**src/rtl/exc_pkg.sv**
```systemverilog
package exc_pkg;
  localparam int XLEN     = 32;
  // system status word field positions
  localparam int LVL_LSB  = 0;
  localparam int LVL_W    = 4;
  localparam int EN_BIT   = 4;
  localparam int USER_BIT = 8;
  localparam int PREV_BIT = 9;

  typedef enum logic [2:0] {
    ST_IDLE,
    ST_PUT_PC,
    ST_PUT_PSW,
    ST_PUT_SSW,
    ST_GET_SSW,
    ST_GET_PC
  } seq_state_t;

  typedef struct packed {
    logic [XLEN-1:0] sp;
    logic [XLEN-1:0] pc;
    logic [XLEN-1:0] psw;
    logic [XLEN-1:0] ssw;
    logic [XLEN-1:0] entry;
  } frame_snap_t;
endpackage

```
**src/rtl/exc_accept.sv**
```systemverilog
module exc_accept
  import exc_pkg::*;
(
  input  logic             irq_req,
  input  logic [15:0]      irq_vec,
  input  logic             int_en,
  input  logic [LVL_W-1:0] cur_level,
  output logic             accept,
  output logic [7:0]       vec_byte
);
  logic [LVL_W-1:0] req_level;
  logic             non_maskable;
  logic             unused_vec_hi;

  assign unused_vec_hi = ^irq_vec[15:8];
  assign vec_byte      = irq_vec[7:0];
  assign req_level     = vec_byte[7:4];
  assign non_maskable  = (vec_byte == 8'h00);
  assign accept        = irq_req && (non_maskable || (int_en && (req_level <= cur_level)));
endmodule

```
**src/rtl/exc_pending.sv**
```systemverilog
module exc_pending
  import exc_pkg::*;
(
  input  logic            clk,
  input  logic            rst,
  input  logic            irq_accept,
  input  logic [7:0]      irq_byte,
  input  logic            trap_req,
  input  logic [XLEN-1:0] trap_addr,
  input  logic            take_irq,
  input  logic            take_trap,
  output logic            irq_pend,
  output logic [7:0]      irq_byte_q,
  output logic            trap_pend,
  output logic [XLEN-1:0] trap_addr_q
);
  // a new request in the drain cycle wins over the clear
  always_ff @(posedge clk) begin
    if (rst) begin
      irq_pend    <= 1'b0;
      irq_byte_q  <= '0;
      trap_pend   <= 1'b0;
      trap_addr_q <= '0;
    end else begin
      if (irq_accept) begin
        irq_pend   <= 1'b1;
        irq_byte_q <= irq_byte;
      end else if (take_irq) begin
        irq_pend <= 1'b0;
      end
      if (trap_req) begin
        trap_pend   <= 1'b1;
        trap_addr_q <= trap_addr;
      end else if (take_trap) begin
        trap_pend <= 1'b0;
      end
    end
  end

  AST_IRQ_KEPT: assert property (@(posedge clk) disable iff (rst)
    irq_pend && !take_irq |=> irq_pend);
  AST_TRAP_KEPT: assert property (@(posedge clk) disable iff (rst)
    trap_pend && !take_trap |=> trap_pend);
endmodule

```
**src/rtl/exc_bus_fsm.sv**
```systemverilog
module exc_bus_fsm
  import exc_pkg::*;
#(
  parameter logic [XLEN-1:0] VEC_BASE   = 32'h0000_0800,
  parameter int              SLOT_BYTES = 4
) (
  input  logic            clk,
  input  logic            rst,
  input  logic            irq_pend,
  input  logic [7:0]      irq_byte,
  input  logic            trap_pend,
  input  logic [XLEN-1:0] trap_addr,
  input  logic [XLEN-1:0] cur_pc,
  input  logic [XLEN-1:0] cur_psw,
  input  logic [XLEN-1:0] cur_ssw,
  input  logic [XLEN-1:0] ssp,
  output logic            take_irq,
  output logic            take_trap,
  output logic            bus_valid,
  output logic            bus_write,
  output logic [XLEN-1:0] bus_addr,
  output logic [XLEN-1:0] bus_wdata,
  input  logic            bus_ready,
  input  logic [XLEN-1:0] bus_rdata,
  output logic            done,
  output logic [XLEN-1:0] new_pc,
  output logic [XLEN-1:0] new_ssw,
  output logic [XLEN-1:0] new_ssp
);
  localparam logic [XLEN-1:0] SLOT      = XLEN'(SLOT_BYTES);
  localparam logic [XLEN-1:0] FRAME     = 3 * SLOT;
  localparam logic [XLEN-1:0] SP_DROP   = 2 * FRAME;
  localparam int              ENTRY_SHIFT = 3;

  seq_state_t       st;
  frame_snap_t      snap;
  logic             start;
  logic [XLEN-1:0]  entry_next;
  logic [XLEN-1:0]  ssw_loaded;

  assign start      = (st == ST_IDLE) && (trap_pend || irq_pend);
  assign take_trap  = start && trap_pend;
  assign take_irq   = start && !trap_pend;
  assign entry_next = trap_pend ? trap_addr
                                : VEC_BASE + (XLEN'(irq_byte) << ENTRY_SHIFT);

  always_comb begin
    ssw_loaded           = bus_rdata;
    ssw_loaded[PREV_BIT] = snap.ssw[USER_BIT];
  end

  always_ff @(posedge clk) begin
    if (rst) begin
      st      <= ST_IDLE;
      snap    <= '0;
      done    <= 1'b0;
      new_pc  <= '0;
      new_ssw <= '0;
      new_ssp <= '0;
    end else begin
      done <= 1'b0;
      case (st)
        ST_IDLE: if (start) begin
          snap.sp    <= ssp;
          snap.pc    <= cur_pc;
          snap.psw   <= cur_psw;
          snap.ssw   <= cur_ssw;
          snap.entry <= entry_next;
          st         <= ST_PUT_PC;
        end
        ST_PUT_PC:  if (bus_ready) st <= ST_PUT_PSW;
        ST_PUT_PSW: if (bus_ready) st <= ST_PUT_SSW;
        ST_PUT_SSW: if (bus_ready) st <= ST_GET_SSW;
        ST_GET_SSW: if (bus_ready) begin
          new_ssw <= ssw_loaded;
          st      <= ST_GET_PC;
        end
        ST_GET_PC: if (bus_ready) begin
          new_pc  <= bus_rdata;
          new_ssp <= snap.sp - SP_DROP;
          done    <= 1'b1;
          st      <= ST_IDLE;
        end
        default: st <= ST_IDLE;
      endcase
    end
  end

  always_comb begin
    bus_valid = (st != ST_IDLE);
    bus_write = 1'b0;
    bus_addr  = '0;
    bus_wdata = '0;
    case (st)
      ST_PUT_PC:  begin bus_write = 1'b1; bus_addr = snap.sp - SLOT;      bus_wdata = snap.pc;  end
      ST_PUT_PSW: begin bus_write = 1'b1; bus_addr = snap.sp - FRAME;     bus_wdata = snap.psw; end
      ST_PUT_SSW: begin bus_write = 1'b1; bus_addr = snap.sp - 2 * SLOT;  bus_wdata = snap.ssw; end
      ST_GET_SSW: bus_addr = snap.entry;
      ST_GET_PC:  bus_addr = snap.entry + SLOT;
      default: ;
    endcase
  end

  AST_HOLD_UNTIL_READY: assert property (@(posedge clk) disable iff (rst)
    bus_valid && !bus_ready |=> bus_valid && $stable(bus_addr) && $stable(bus_write) && $stable(bus_wdata));
  AST_DONE_ONE_CYCLE: assert property (@(posedge clk) disable iff (rst)
    done |=> !done);
endmodule

```
**src/rtl/exc_entry_seq.sv**
```systemverilog
module exc_entry_seq
  import exc_pkg::*;
#(
  parameter logic [31:0] VEC_BASE   = 32'h0000_0800,
  parameter int          SLOT_BYTES = 4
) (
  input  logic        clk,
  input  logic        rst,
  input  logic        irq_req,
  input  logic [15:0] irq_vec,
  input  logic [31:0] cur_ssw,
  input  logic [31:0] cur_psw,
  input  logic [31:0] ssp,
  input  logic [31:0] cur_pc,
  input  logic        trap_req,
  input  logic [31:0] trap_addr,
  output logic        bus_valid,
  output logic        bus_write,
  output logic [31:0] bus_addr,
  output logic [31:0] bus_wdata,
  input  logic        bus_ready,
  input  logic [31:0] bus_rdata,
  output logic        done,
  output logic [31:0] new_pc,
  output logic [31:0] new_ssw,
  output logic [31:0] new_ssp
);
  logic            irq_accept;
  logic [7:0]      irq_byte;
  logic            irq_pend;
  logic [7:0]      irq_byte_q;
  logic            trap_pend;
  logic [XLEN-1:0] trap_addr_q;
  logic            take_irq;
  logic            take_trap;

  exc_accept u_accept (
    .irq_req   (irq_req),
    .irq_vec   (irq_vec),
    .int_en    (cur_ssw[EN_BIT]),
    .cur_level (cur_ssw[LVL_LSB +: LVL_W]),
    .accept    (irq_accept),
    .vec_byte  (irq_byte)
  );

  exc_pending u_pend (
    .clk         (clk),
    .rst         (rst),
    .irq_accept  (irq_accept),
    .irq_byte    (irq_byte),
    .trap_req    (trap_req),
    .trap_addr   (trap_addr),
    .take_irq    (take_irq),
    .take_trap   (take_trap),
    .irq_pend    (irq_pend),
    .irq_byte_q  (irq_byte_q),
    .trap_pend   (trap_pend),
    .trap_addr_q (trap_addr_q)
  );

  exc_bus_fsm #(
    .VEC_BASE   (VEC_BASE),
    .SLOT_BYTES (SLOT_BYTES)
  ) u_fsm (
    .clk       (clk),
    .rst       (rst),
    .irq_pend  (irq_pend),
    .irq_byte  (irq_byte_q),
    .trap_pend (trap_pend),
    .trap_addr (trap_addr_q),
    .cur_pc    (cur_pc),
    .cur_psw   (cur_psw),
    .cur_ssw   (cur_ssw),
    .ssp       (ssp),
    .take_irq  (take_irq),
    .take_trap (take_trap),
    .bus_valid (bus_valid),
    .bus_write (bus_write),
    .bus_addr  (bus_addr),
    .bus_wdata (bus_wdata),
    .bus_ready (bus_ready),
    .bus_rdata (bus_rdata),
    .done      (done),
    .new_pc    (new_pc),
    .new_ssw   (new_ssw),
    .new_ssp   (new_ssp)
  );

  AST_NMI_LATCHED: assert property (@(posedge clk) disable iff (rst)
    irq_req && (irq_vec[7:0] == 8'h00) |=> irq_pend);
  AST_MASKED_DROPPED: assert property (@(posedge clk) disable iff (rst)
    irq_req && (irq_vec[7:0] != 8'h00) && !cur_ssw[EN_BIT] && !irq_pend |=> !irq_pend);
  AST_QUIET_WHEN_EMPTY: assert property (@(posedge clk) disable iff (rst)
    !bus_valid && !irq_pend && !trap_pend |=> !bus_valid);
endmodule

```
**config.mk**
```make
export PLATFORM = sky130hd
export DESIGN_NAME = exc_entry_seq
export DESIGN_NICKNAME = d
export VERILOG_FILES = /design/src/rtl/exc_pkg.sv /design/src/rtl/exc_accept.sv /design/src/rtl/exc_pending.sv /design/src/rtl/exc_bus_fsm.sv /design/src/rtl/exc_entry_seq.sv
export SDC_FILE = /design/constraint.sdc
export NUM_CORES = 1
export LEC_CHECK = 0
export ABC_AREA = 0
export CAP_MARGIN = 10
export CORE_ASPECT_RATIO = 0.5
export CORE_UTILIZATION = 49
export CTS_CLUSTER_SIZE = 14
export DETAILED_ROUTE_END_ITERATION = 8
export PLACE_DENSITY = 0.79
export SLEW_MARGIN = 20
export SYNTH_ARGS = -nofsm -noshare
export SYNTH_HDL_FRONTEND = slang
export SYNTH_HIERARCHICAL = 1
export SYNTH_SLANG_ARGS = --single-unit
export TNS_END_PERCENT = 10
```
**constraint.sdc**
```tcl
create_clock -name clk -period 4.2 [get_ports clk]
set_clock_uncertainty 0.15 [all_clocks]
set_input_delay 0.84 -clock clk [delete_from_list [all_inputs] [get_ports clk]]
set_output_delay 0.84 -clock clk [all_outputs]
set_load 0.005 [all_outputs]
```
* Word-level counts from Yosys, hierarchy flattened
Index checks and enable logic that the tools add are counted.
** Storage, ports and cells
- Register bits after elaboration :: 302
- Latch bits :: 0
- RAM bits :: 0
- ROM bits :: 0
- Output and inout port bits :: 163
- Word-level logic and storage cells :: 68
- Memories :: 0
** Cells by class
- Add/subtract/negate cells :: 6
- $mul :: 0
- Div/mod/pow operators :: 0
- Magnitude comparators :: 1
- Eq/ne operators :: 11
- Shifts and indexed selects :: 0
- Mux-type cells :: 16
- Bitwise operators :: 1
- Reductions and logical operators :: 19
** Operators with widths (number)
- 32-bit case mux with 5 select lines :: 1
- 32-bit case mux with 3 select lines :: 1
- 32-bit by 4-bit subtractor with 32-bit output, second input constant :: 2
- 32-bit by 3-bit adder with 32-bit output, second input constant :: 1
- 32-bit two-way mux :: 1
- 32-bit by 3-bit subtractor with 32-bit output, second input constant :: 1
- 32-bit by 5-bit subtractor with 32-bit output, second input constant :: 1
- 3-bit two-way mux :: 6
- 3-bit case mux with 6 select lines :: 1
- 12-bit by 11-bit adder with 13-bit output, first input constant :: 1
- 2-bit != test, second input constant :: 5
- 8-bit logical NOT :: 1
- 3-bit by 2-bit == test with 1-bit output, second input constant :: 2
- 3-bit == test, second input constant :: 2
- 1-bit two-way mux :: 6
- 2-bit AND reduction :: 3
- 6-bit AND reduction :: 1
- 1-bit logical AND :: 5
- 4-bit less-or-equal comparator :: 1
- 2-bit nonzero test :: 2
- 3-bit by 1-bit == test with 1-bit output, second input constant :: 1
- 3-bit logical NOT :: 1
- 3-bit nonzero test :: 1
- 3-bit OR reduction :: 1
- other kinds (5) :: 6

* Logic depth before layout (Yosys ltp)
Gate-level depths: netlist (run 1).
- Depth after elaboration :: 5
- Depth in mapped cells :: 11
- Depth with buffers taken out :: 9

* Hierarchy
The synthesis (run 1) kept the hierarchy.
** By module, submodules not included
- exc_bus_fsm :: times used 1, cells each 1650, area each 12308.1 sq um, sequential area each 5205.0 sq um
- exc_pending :: times used 1, cells each 138, area each 1524.0 sq um, sequential area each 840.8 sq um
- exc_accept :: times used 1, cells each 26, area each 197.7 sq um, sequential area each 0.0 sq um

* Worst setup path before layout (run 1)
OpenSTA, ideal clock, no wires.
- Path kind :: reg-to-output
- Start :: register u_fsm.st[0]
- End :: output bus_addr[19]
- Arrival time :: 2.863 ns
- Required time :: 3.210 ns
- Path slack :: 0.347 ns
- Cell stages (with the launch flop) :: 12
- Buffers on the path :: 3
- Cells stage by stage :: dfxtp_1 > buf_2 > buf_1 > buf_1 > nor2_1 > inv_1 > ha_1 > a21o_1 > or4_1 > o22ai_1 > nand2_1 > o221ai_1
** Between the ends
- Word-level cells in the longest chain between the ends :: 2
** RTL lines
- start, declared :: line exc_bus_fsm.sv:35 : seq_state_t st;
- start signal, assigned :: line exc_bus_fsm.sv:54 : st <= ST_IDLE;
- start signal, assigned :: line exc_bus_fsm.sv:69 : st <= ST_PUT_PC;
- start signal, assigned :: line exc_bus_fsm.sv:71 : ST_PUT_PC: if (bus_ready) st <= ST_PUT_PSW;
- 3-bit == test, or another cell as far along :: line exc_bus_fsm.sv:94 : case (st)
- 32-bit case mux with 5 select lines (*) :: line exc_bus_fsm.sv:94
- end, declared :: line exc_entry_seq.sv:19 : output logic [31:0] bus_addr,
Mark *: on every way between the ends. The rest lies on a longest branch, timed or not.

* Worst setup path in the final report (run 1)
- Start :: register u_fsm.st[1]
- End :: output bus_addr[19]
Same word-level chain as after synthesis.

==> results.md, run 1 <==
* Run status: finished with violations
* Failing checks: negative setup slack
* Ys flop type: dfxtp_1
* Final wirelength at 46,080 µm
* Fin. Hold Viols at 0
* GP Congestion at 1.009
* Leading area contributor after synthesis: dfxtp_1
* HP Start: u_fsm/new_pc[9]$_SDFFE_PP0P_
* Cts hold-fix bufs at 0
* Slowest-stage cell, CP: clkdlybuf4s50_1
* Slowest stage delay, CP at 0.55 ns
* Final Instance Count excl. Fillers at 2,495
* Synth top area cells: dfxtp_1 43%, nand2_1 12%, a21oi_1 8.7%
* CP top delay family: buffers and inverters
* DP Area at 17,830 µm²
* Initial antenna violation count at 0
* Hold path depth at 2
* Floorplan core area at 27,920 µm²
* Initial DRC count at 1,505
* Max Cap Viol at 0
* Syn Nets at 2,036
* WL per Instance at 18.47 µm
* Clock Path Buffers at 3
* Post-DRT Antenna Nets at 0
* # diodes at 0
* Post-synthesis sequential area ratio at 43.09%
* Vias in the first global route at 12,480
* PortBufs at 367
* Worst hold endpoint: u_fsm/new_pc[9]$_SDFFE_PP0P_
* CTS tree: done
* Worst Hold Class: reg2reg
* Worst rel slew slack at 27.33%
* Setup_tns at -0.4163 ns
* Die area at 29,350 µm²
* Worst vdd ir at 0.0003486 V
* Pleak at 7.009 nW
* Layout cell share with drive strength beyond 1 at 7.478%
* Post-synth top area share at 43.09%
* Detailed Routing Iterations Pass 1 at 6
* Reg clk slew, reported paths at 0.07 ns
* Inst Count DP at 2,446
* GRT Total Usage at 30.30%
* DRC violations left at 0
* Clock tree root driver cell: clkbuf_16
* Mapped cell area at 14,030 µm²
* RSZ-0062 raised after global routing: true
* Slew @ Worst Pin at 1.089 ns
* WS Path Type: reg2out
* R2R Path End: u_fsm/snap[31]$_SDFFE_PP0P_
* Synth top cells by count: 465 x nand2_1, 302 x dfxtp_1, 244 x a21oi_1, 199 x nor2_1, 113 x clkbuf_1
* Worst Path Arrival at 3.31 ns
* Die width at 241.3 µm
* Number of synthesized flops with an enable pin at 0
* IO Pins at 376
* First-pass GRT wire length at 70,300 µm
* Congestion Overflow GR at 0
* Reg2reg start: u_fsm/st[0]$_SDFFE_PP0P_
* Fin crit period at 4.305 ns
* CP Capture Type: output port
* WP buf/inv at 3
* Inserted Clock Buffers at 28
* Number of synthesized register bits at 302
* Dpl hpwl at 32,220 µm
* Floorplan row count at 43
* Setup WS post-layout at -0.1046 ns
* Worst Setup SP: u_fsm/st[1]$_SDFFE_PP0P_
* Post-synth ARST share at 0%
* WP data required at 3.21 ns
* Ys Warns at 6
* Final setup viols at 6
* Fin crit share at 102.5%
* Maximum clock frequency at 0.2323 GHz
* Vias per inst at 5.540
* Initial Utilization at 50.24%
* Mean area per synthesized cell at 7.734 µm²
* Cell area after layout at 18,870 µm²
* Cells after Synth at 1,814
* R2R depth at 7
* Reg2Reg Setup Slack at 1.14 ns
* Crit-path max FO at 7
* Synth unique cells at 66
* Layout area overhead at 34.51%
* Sink Count at 302
* Skew-Pair Late Insertion Delay at 0.56 ns
* Power per Cell Area at 415.7 nW/µm²
* Via count at 13,822
* Nature of the critical path startpoint: flop
* Die Y at 121.7 µm
* H-tree depth at 1
* Slew Limit Fails at 0
* Largest net degree at the start of global routing at 146
* Final core utilization at 67.59%
* NumNets Final at 2,320
* Top-count cell post-synth: nand2_1
* Crit-path cells: nand2b_4 -> nor2_4 -> inv_1 -> ha_1 -> a21o_1 -> or4_4 -> o22ai_1 -> buf_4 -> nand2_1 -> o221ai_1 -> clkdlybuf4s50_1
-- worst min-delay path: cells and delay by family, from the launching register on --
kind               cells  cell delay (ns)
and+or+nand+nor        1             0.05
AOI/OAI and AO/OA      1             0.05
DFF                    1             0.31
-- per-layer routing --
| layer | up-vias | share of wire (%) | track usage [%] |
|---|---|---|---|
| li1 | 6746 | - | - |
| met1 | 6502 | 42 | 40.74 |
| met2 | 511 | 49 | 51.92 |
| met3 | 63 | 6.6 | 4.804 |
| met4 | 0 | 1.6 | 5.301 |
| met5 | - | 0 | 0 |
-- flip-flops by register name, indices dropped and copies added (netlist names) --
register and cells:
u_pend/trap_addr_q 32, u_fsm/st 3, u_fsm/snap 160, u_fsm/new_pc 32
u_fsm/done 1, u_fsm/new_ssw 32, u_pend/irq_pend 1, u_pend/irq_byte_q 8
u_fsm/new_ssp 32, u_pend/trap_pend 1
-- what timing repair did --
action	in CTS	in global routing
hold endpoints to repair	0	0
endpoints found under the setup margin	26	20
gates resized for setup	23	14
setup buffers	2	2
pin swaps	4	5
-- logic make-up (layout without fill, tap and decap cells) --
group	count (synthesis)	after routing	share of synthesized area (%)
simple gates	815	815	25.32
compound gates	393	393	16.56
flops	302	302	43.09
buf+inv	171	470	5.485
mux	74	74	5.565
xor+xnor	50	50	3.121
fa+ha+maj	9	9	0.8562
-- cells in the final DEF (no fill, tap or decap), drive strengths merged, types with 27 or more instances in the layout --
| cell | n |
|---|---|
| buf | 46 |
| xor2 | 32 |
| clkdlybuf4s50 | 352 |
| o21ai | 29 |
| nand2 | 465 |
| dfxtp | 302 |
| a21oi | 244 |
| mux2 | 32 |
| mux2i | 42 |
| a22oi | 27 |
| nor2 | 199 |
| clkbuf | 41 |
-- area by class of cell --
class / count / area, µm²
sequential: 302 / 6055
fill: 2351 / 9051
multi-input combinational: 1341 / 7311
clock buffer: 40 / 827.0
clock inverter: 5 / 115.1
inverter: 15 / 56.30
tap: 382 / 478.0
timing repair buffer: 410 / 4030
-- power by group --
| group | switching [mW] | internal, mW |
|---|---|---|
| sequential | 0.181 | 3.04 |
| combinational | 1.11 | 0.863 |
| clock | 1.11 | 1.55 |
| total | 2.40 | 5.45 |
-- worst max path at each step --
stage	depth (start not counted)	slack, ns	to
2_1_floorplan	11	0.35	bus_addr[19]
3_3_place_gp	9	0.16	bus_addr[24]
3_5_place_dp	9	0.13	bus_addr[24]
4_1_cts	11	-0.11	bus_addr[13]
5_1_grt	11	-0.21	bus_addr[19]
6_report	11	-0.10	bus_addr[19]
-- metrics by stage --
stage	power (mW)	setup WS, ns	hold slack, ns
after global placement	5.159	0.1649	0.2883
after detailed placement	5.179	0.1293	0.2949
after floorplan	4.360	0.3475	0.2829
final	7.846	-0.1046	0.3030
after global routing	8.164	-0.2101	0.3188
after CTS	7.831	-0.1118	0.3039
Power figures use the tool's default switching activity.
==> inputs of run 2 (changes only) <==
- CORE_UTILIZATION: 49 -> 44
- PLACE_DENSITY: 0.79 -> 0.75
- clock period: 4.2 -> 3.8 ns (I/O delays scaled with it)
==> results.md, run 2 (same netlist as run 1, synthesis figures left out) <==
* Run status: finished with violations
* Failing checks: negative setup slack
* Dpl hpwl at 33,430 µm (+3.8%)
* Crit-path max FO at 3 (-4)
* Floorplan core area at 30,850 µm² (+10%)
* GP Congestion at 0.9651 (-4.3%)
* Skew-Pair Late Insertion Delay at 0.56 ns (about the same)
* Slew Limit Fails at 0 (unchanged)
* DRC violations left at 0 (unchanged)
* Reg clk slew, reported paths at 0.07 ns (about the same)
* Total power at 8.692 mW (+11%)
* WP data required at 2.89 ns (-0.32 ns)
* Initial antenna violation count at 1 (+1)
* Clock tree root driver cell: clkbuf_16
* Die area at 32,650 µm² (+11%)
* RSZ-0062 raised after global routing: true
* Initial Utilization at 45.47% (-4.8 points)
* Post-DRT Antenna Nets at 0 (unchanged)
* Vias per inst at 5.523 (-0.30%)
* WP buf/inv at 4 (+1)
* Final setup viols at 10 (+4)
* Largest net degree at the start of global routing at 107 (-27%)
* Inserted Clock Buffers at 28 (unchanged)
* Worst rel slew slack at 26.94% (-0.39 points)
* CP Capture Type: output port
* Most frequent cells in the layout: 464 x nand2_1, 340 x clkdlybuf4s50_1, 295 x dfxtp_1
* DP Area at 18,100 µm² (+1.5%)
* Final wirelength at 47,540 µm (+3.2%)
* Hold Worst Slack at 0.3024 ns (-0.0005690 ns)
* Cell area after layout at 19,200 µm² (+1.8%)
* Max Cap Viol at 0 (unchanged)
* Setup WS post-layout at -0.1109 ns (-0.006278 ns)
* First-pass GRT wire length at 72,400 µm (+3.0%)
* CTS tree: done
* Maximum clock frequency at 0.2557 GHz
* H-tree depth at 1 (unchanged)
* Vias in the first global route at 13,030 (+4.4%)
* Slowest-stage cell, CP: fa_2
* Reg power frac at 40.8% (-0.2 points)
* Slew @ Worst Pin at 1.092 ns (+0.002891 ns)
* Switching Share at 31.61% (+1.0 points)
* Die width at 254.5 µm (+5.5%)
* Pleak at 7.148 nW (+2.0%)
* Initial DRC count at 1,278 (-15%)
* NumNets Final at 2,349 (+1.3%)
* # diodes at 0 (unchanged)
* Die Y at 128.3 µm (+5.4%)
* Fin crit share at 102.9%
* Fin crit period at 3.911 ns
* Gate power share at 26.9% (+1.8 points)
* Power Internal at 5.945 mW (+9.1%)
* Most used cell, CP: buf_4
* WL per Instance at 18.51 µm (+0.21%)
* Fin. Hold Viols at 0 (unchanged)
* Most flop-heavy register: u_fsm/snap
* Most common cell after layout, fill and taps aside: nand2_1
* CP top delay family: buffers and inverters
* Sink Count at 302 (unchanged)
* Crit-path cells: nand2b_4 -> nor2_4 -> fa_2 -> or3b_4 -> nor3_4 -> buf_4 -> buf_4 -> o21ai_1 -> buf_4 -> nor3_1 -> a211o_1 -> dlygate4sd2_1
* WS Path Type: reg2out
* Layout area overhead at 36.89%
* Max FFs per register at 160 (unchanged)
* IO Pins at 376 (unchanged)
* Congestion Overflow GR at 0 (unchanged)
* Clock Path Buffers at 3 (unchanged)
* Nature of the critical path startpoint: flop
* Post-place setup slack at -0.03300 ns (-0.1623 ns)
* Detailed Routing Iterations Pass 1 at 5 (-1)
* Floorplan row count at 45 (+4.7%)
* Sw Pwr at 2.747 mW (+15%)
* Clock group share of total power at 32.2% (-1.7 points)
* GRT Total Usage at 28.08% (-2.2 points)
* Worst Path Arrival at 3.00 ns (-0.31 ns)
* PortBufs at 367 (unchanged)
* Via count at 14,189 (+2.7%)
* Worst Hold Class: reg2reg
* Layout cell share with drive strength beyond 1 at 10.48% (+3.0 points)
* Worst vdd ir at 0.0003092 V (-11%)
* Power per Cell Area at 452.6 nW/µm² (+8.9%)
* Slowest stage delay, CP at 0.38 ns (-0.17 ns)
[run 2: cell types whose count changed in the layout (fill, tap and decap cells not counted), sizes merged]
cell           change
bufinv             -2
dlymetal6s2s       -4
dlygate4sd2        +1
buf               +42
clkbuf             +3
clkdlybuf4s50     -12
clkinv             +5
[run 2: per-stage QoR]
stage | util, % | std cells | setup TNS (ns)
3_5_place_dp | 58.66 | 2511 | -0.04299
6_report | 62.24 | 2569 | -0.7075
5_1_grt | 62.24 | 2569 | -2.484
2_1_floorplan | - | 1814 | 0
3_3_place_gp | 58.66 | 2511 | -0.04296
4_1_cts | 62.01 | 2566 | -1.268
[run 2: what timing repair did]
item / 4_1_cts / 5_1_grt
pin swaps: 17 / 8
resized for setup: 98 / 27
setup buffers: 6 / 3
endpoints found under the setup margin: 59 / 41
hold buffers: 0 / 0
[run 2: worst paths after layout]
check / startpoint / to / slack, ns / cells after the start
setup / recovery: u_fsm/st[2]$_SDFFE_PP0P_ / bus_addr[20] / -0.11 / 12
hold / removal: u_fsm/new_pc[6]$_SDFFE_PP0P_ / u_fsm/new_pc[6]$_SDFFE_PP0P_ / 0.30 / 2
setup reg to reg: u_fsm/st[1]$_SDFFE_PP0P_ / u_fsm/snap[146]$_SDFFE_PP0P_ / 0.99 / 8
hold reg to reg: u_fsm/new_pc[6]$_SDFFE_PP0P_ / u_fsm/new_pc[6]$_SDFFE_PP0P_ / 0.30 / 2
[run 2: per-layer routing]
metal | global-route usage [%] | up-vias | share of wire [%]
met2 | 47.24 | 566 | 48
li1 | - | 6820 | -
met3 | 3.817 | 120 | 6.2
met5 | 0 | - | 0.025
met1 | 36.79 | 6681 | 42
met4 | 10.36 | 2 | 3.8
[run 2: layout make-up]
class / instances / area, µm²
Clock buffer: 41 / 810.8
Clock inverter: 8 / 72.57
Fill cell: 2814 / 11650
Inverter: 15 / 56.30
Multi-Input combinational cell: 1341 / 7443
Sequential cell: 302 / 6057
Tap cell: 423 / 529.3
Timing Repair Buffer: 439 / 4235
[run 2: worst register-to-register path, cell delays in order (launching register included)]
cell	delay (ns)
dfxtp_2	0.34
buf_4	0.16
buf_8	0.22
nor3_1	0.45
inv_1	0.20
nor2_4	0.56
buf_4	0.37
nand2_1	0.14
a21oi_1	0.14
[run 2: power groups by stage]
stage	Clock (mW)	Combinational, mW	Sequential [mW]
after floorplan	0	1.31	3.51
after global placement	0	2.20	3.60
after detailed placement	0	2.21	3.61
after CTS	2.85	2.28	3.54
after global routing	2.99	2.51	3.57
final	2.80	2.34	3.55
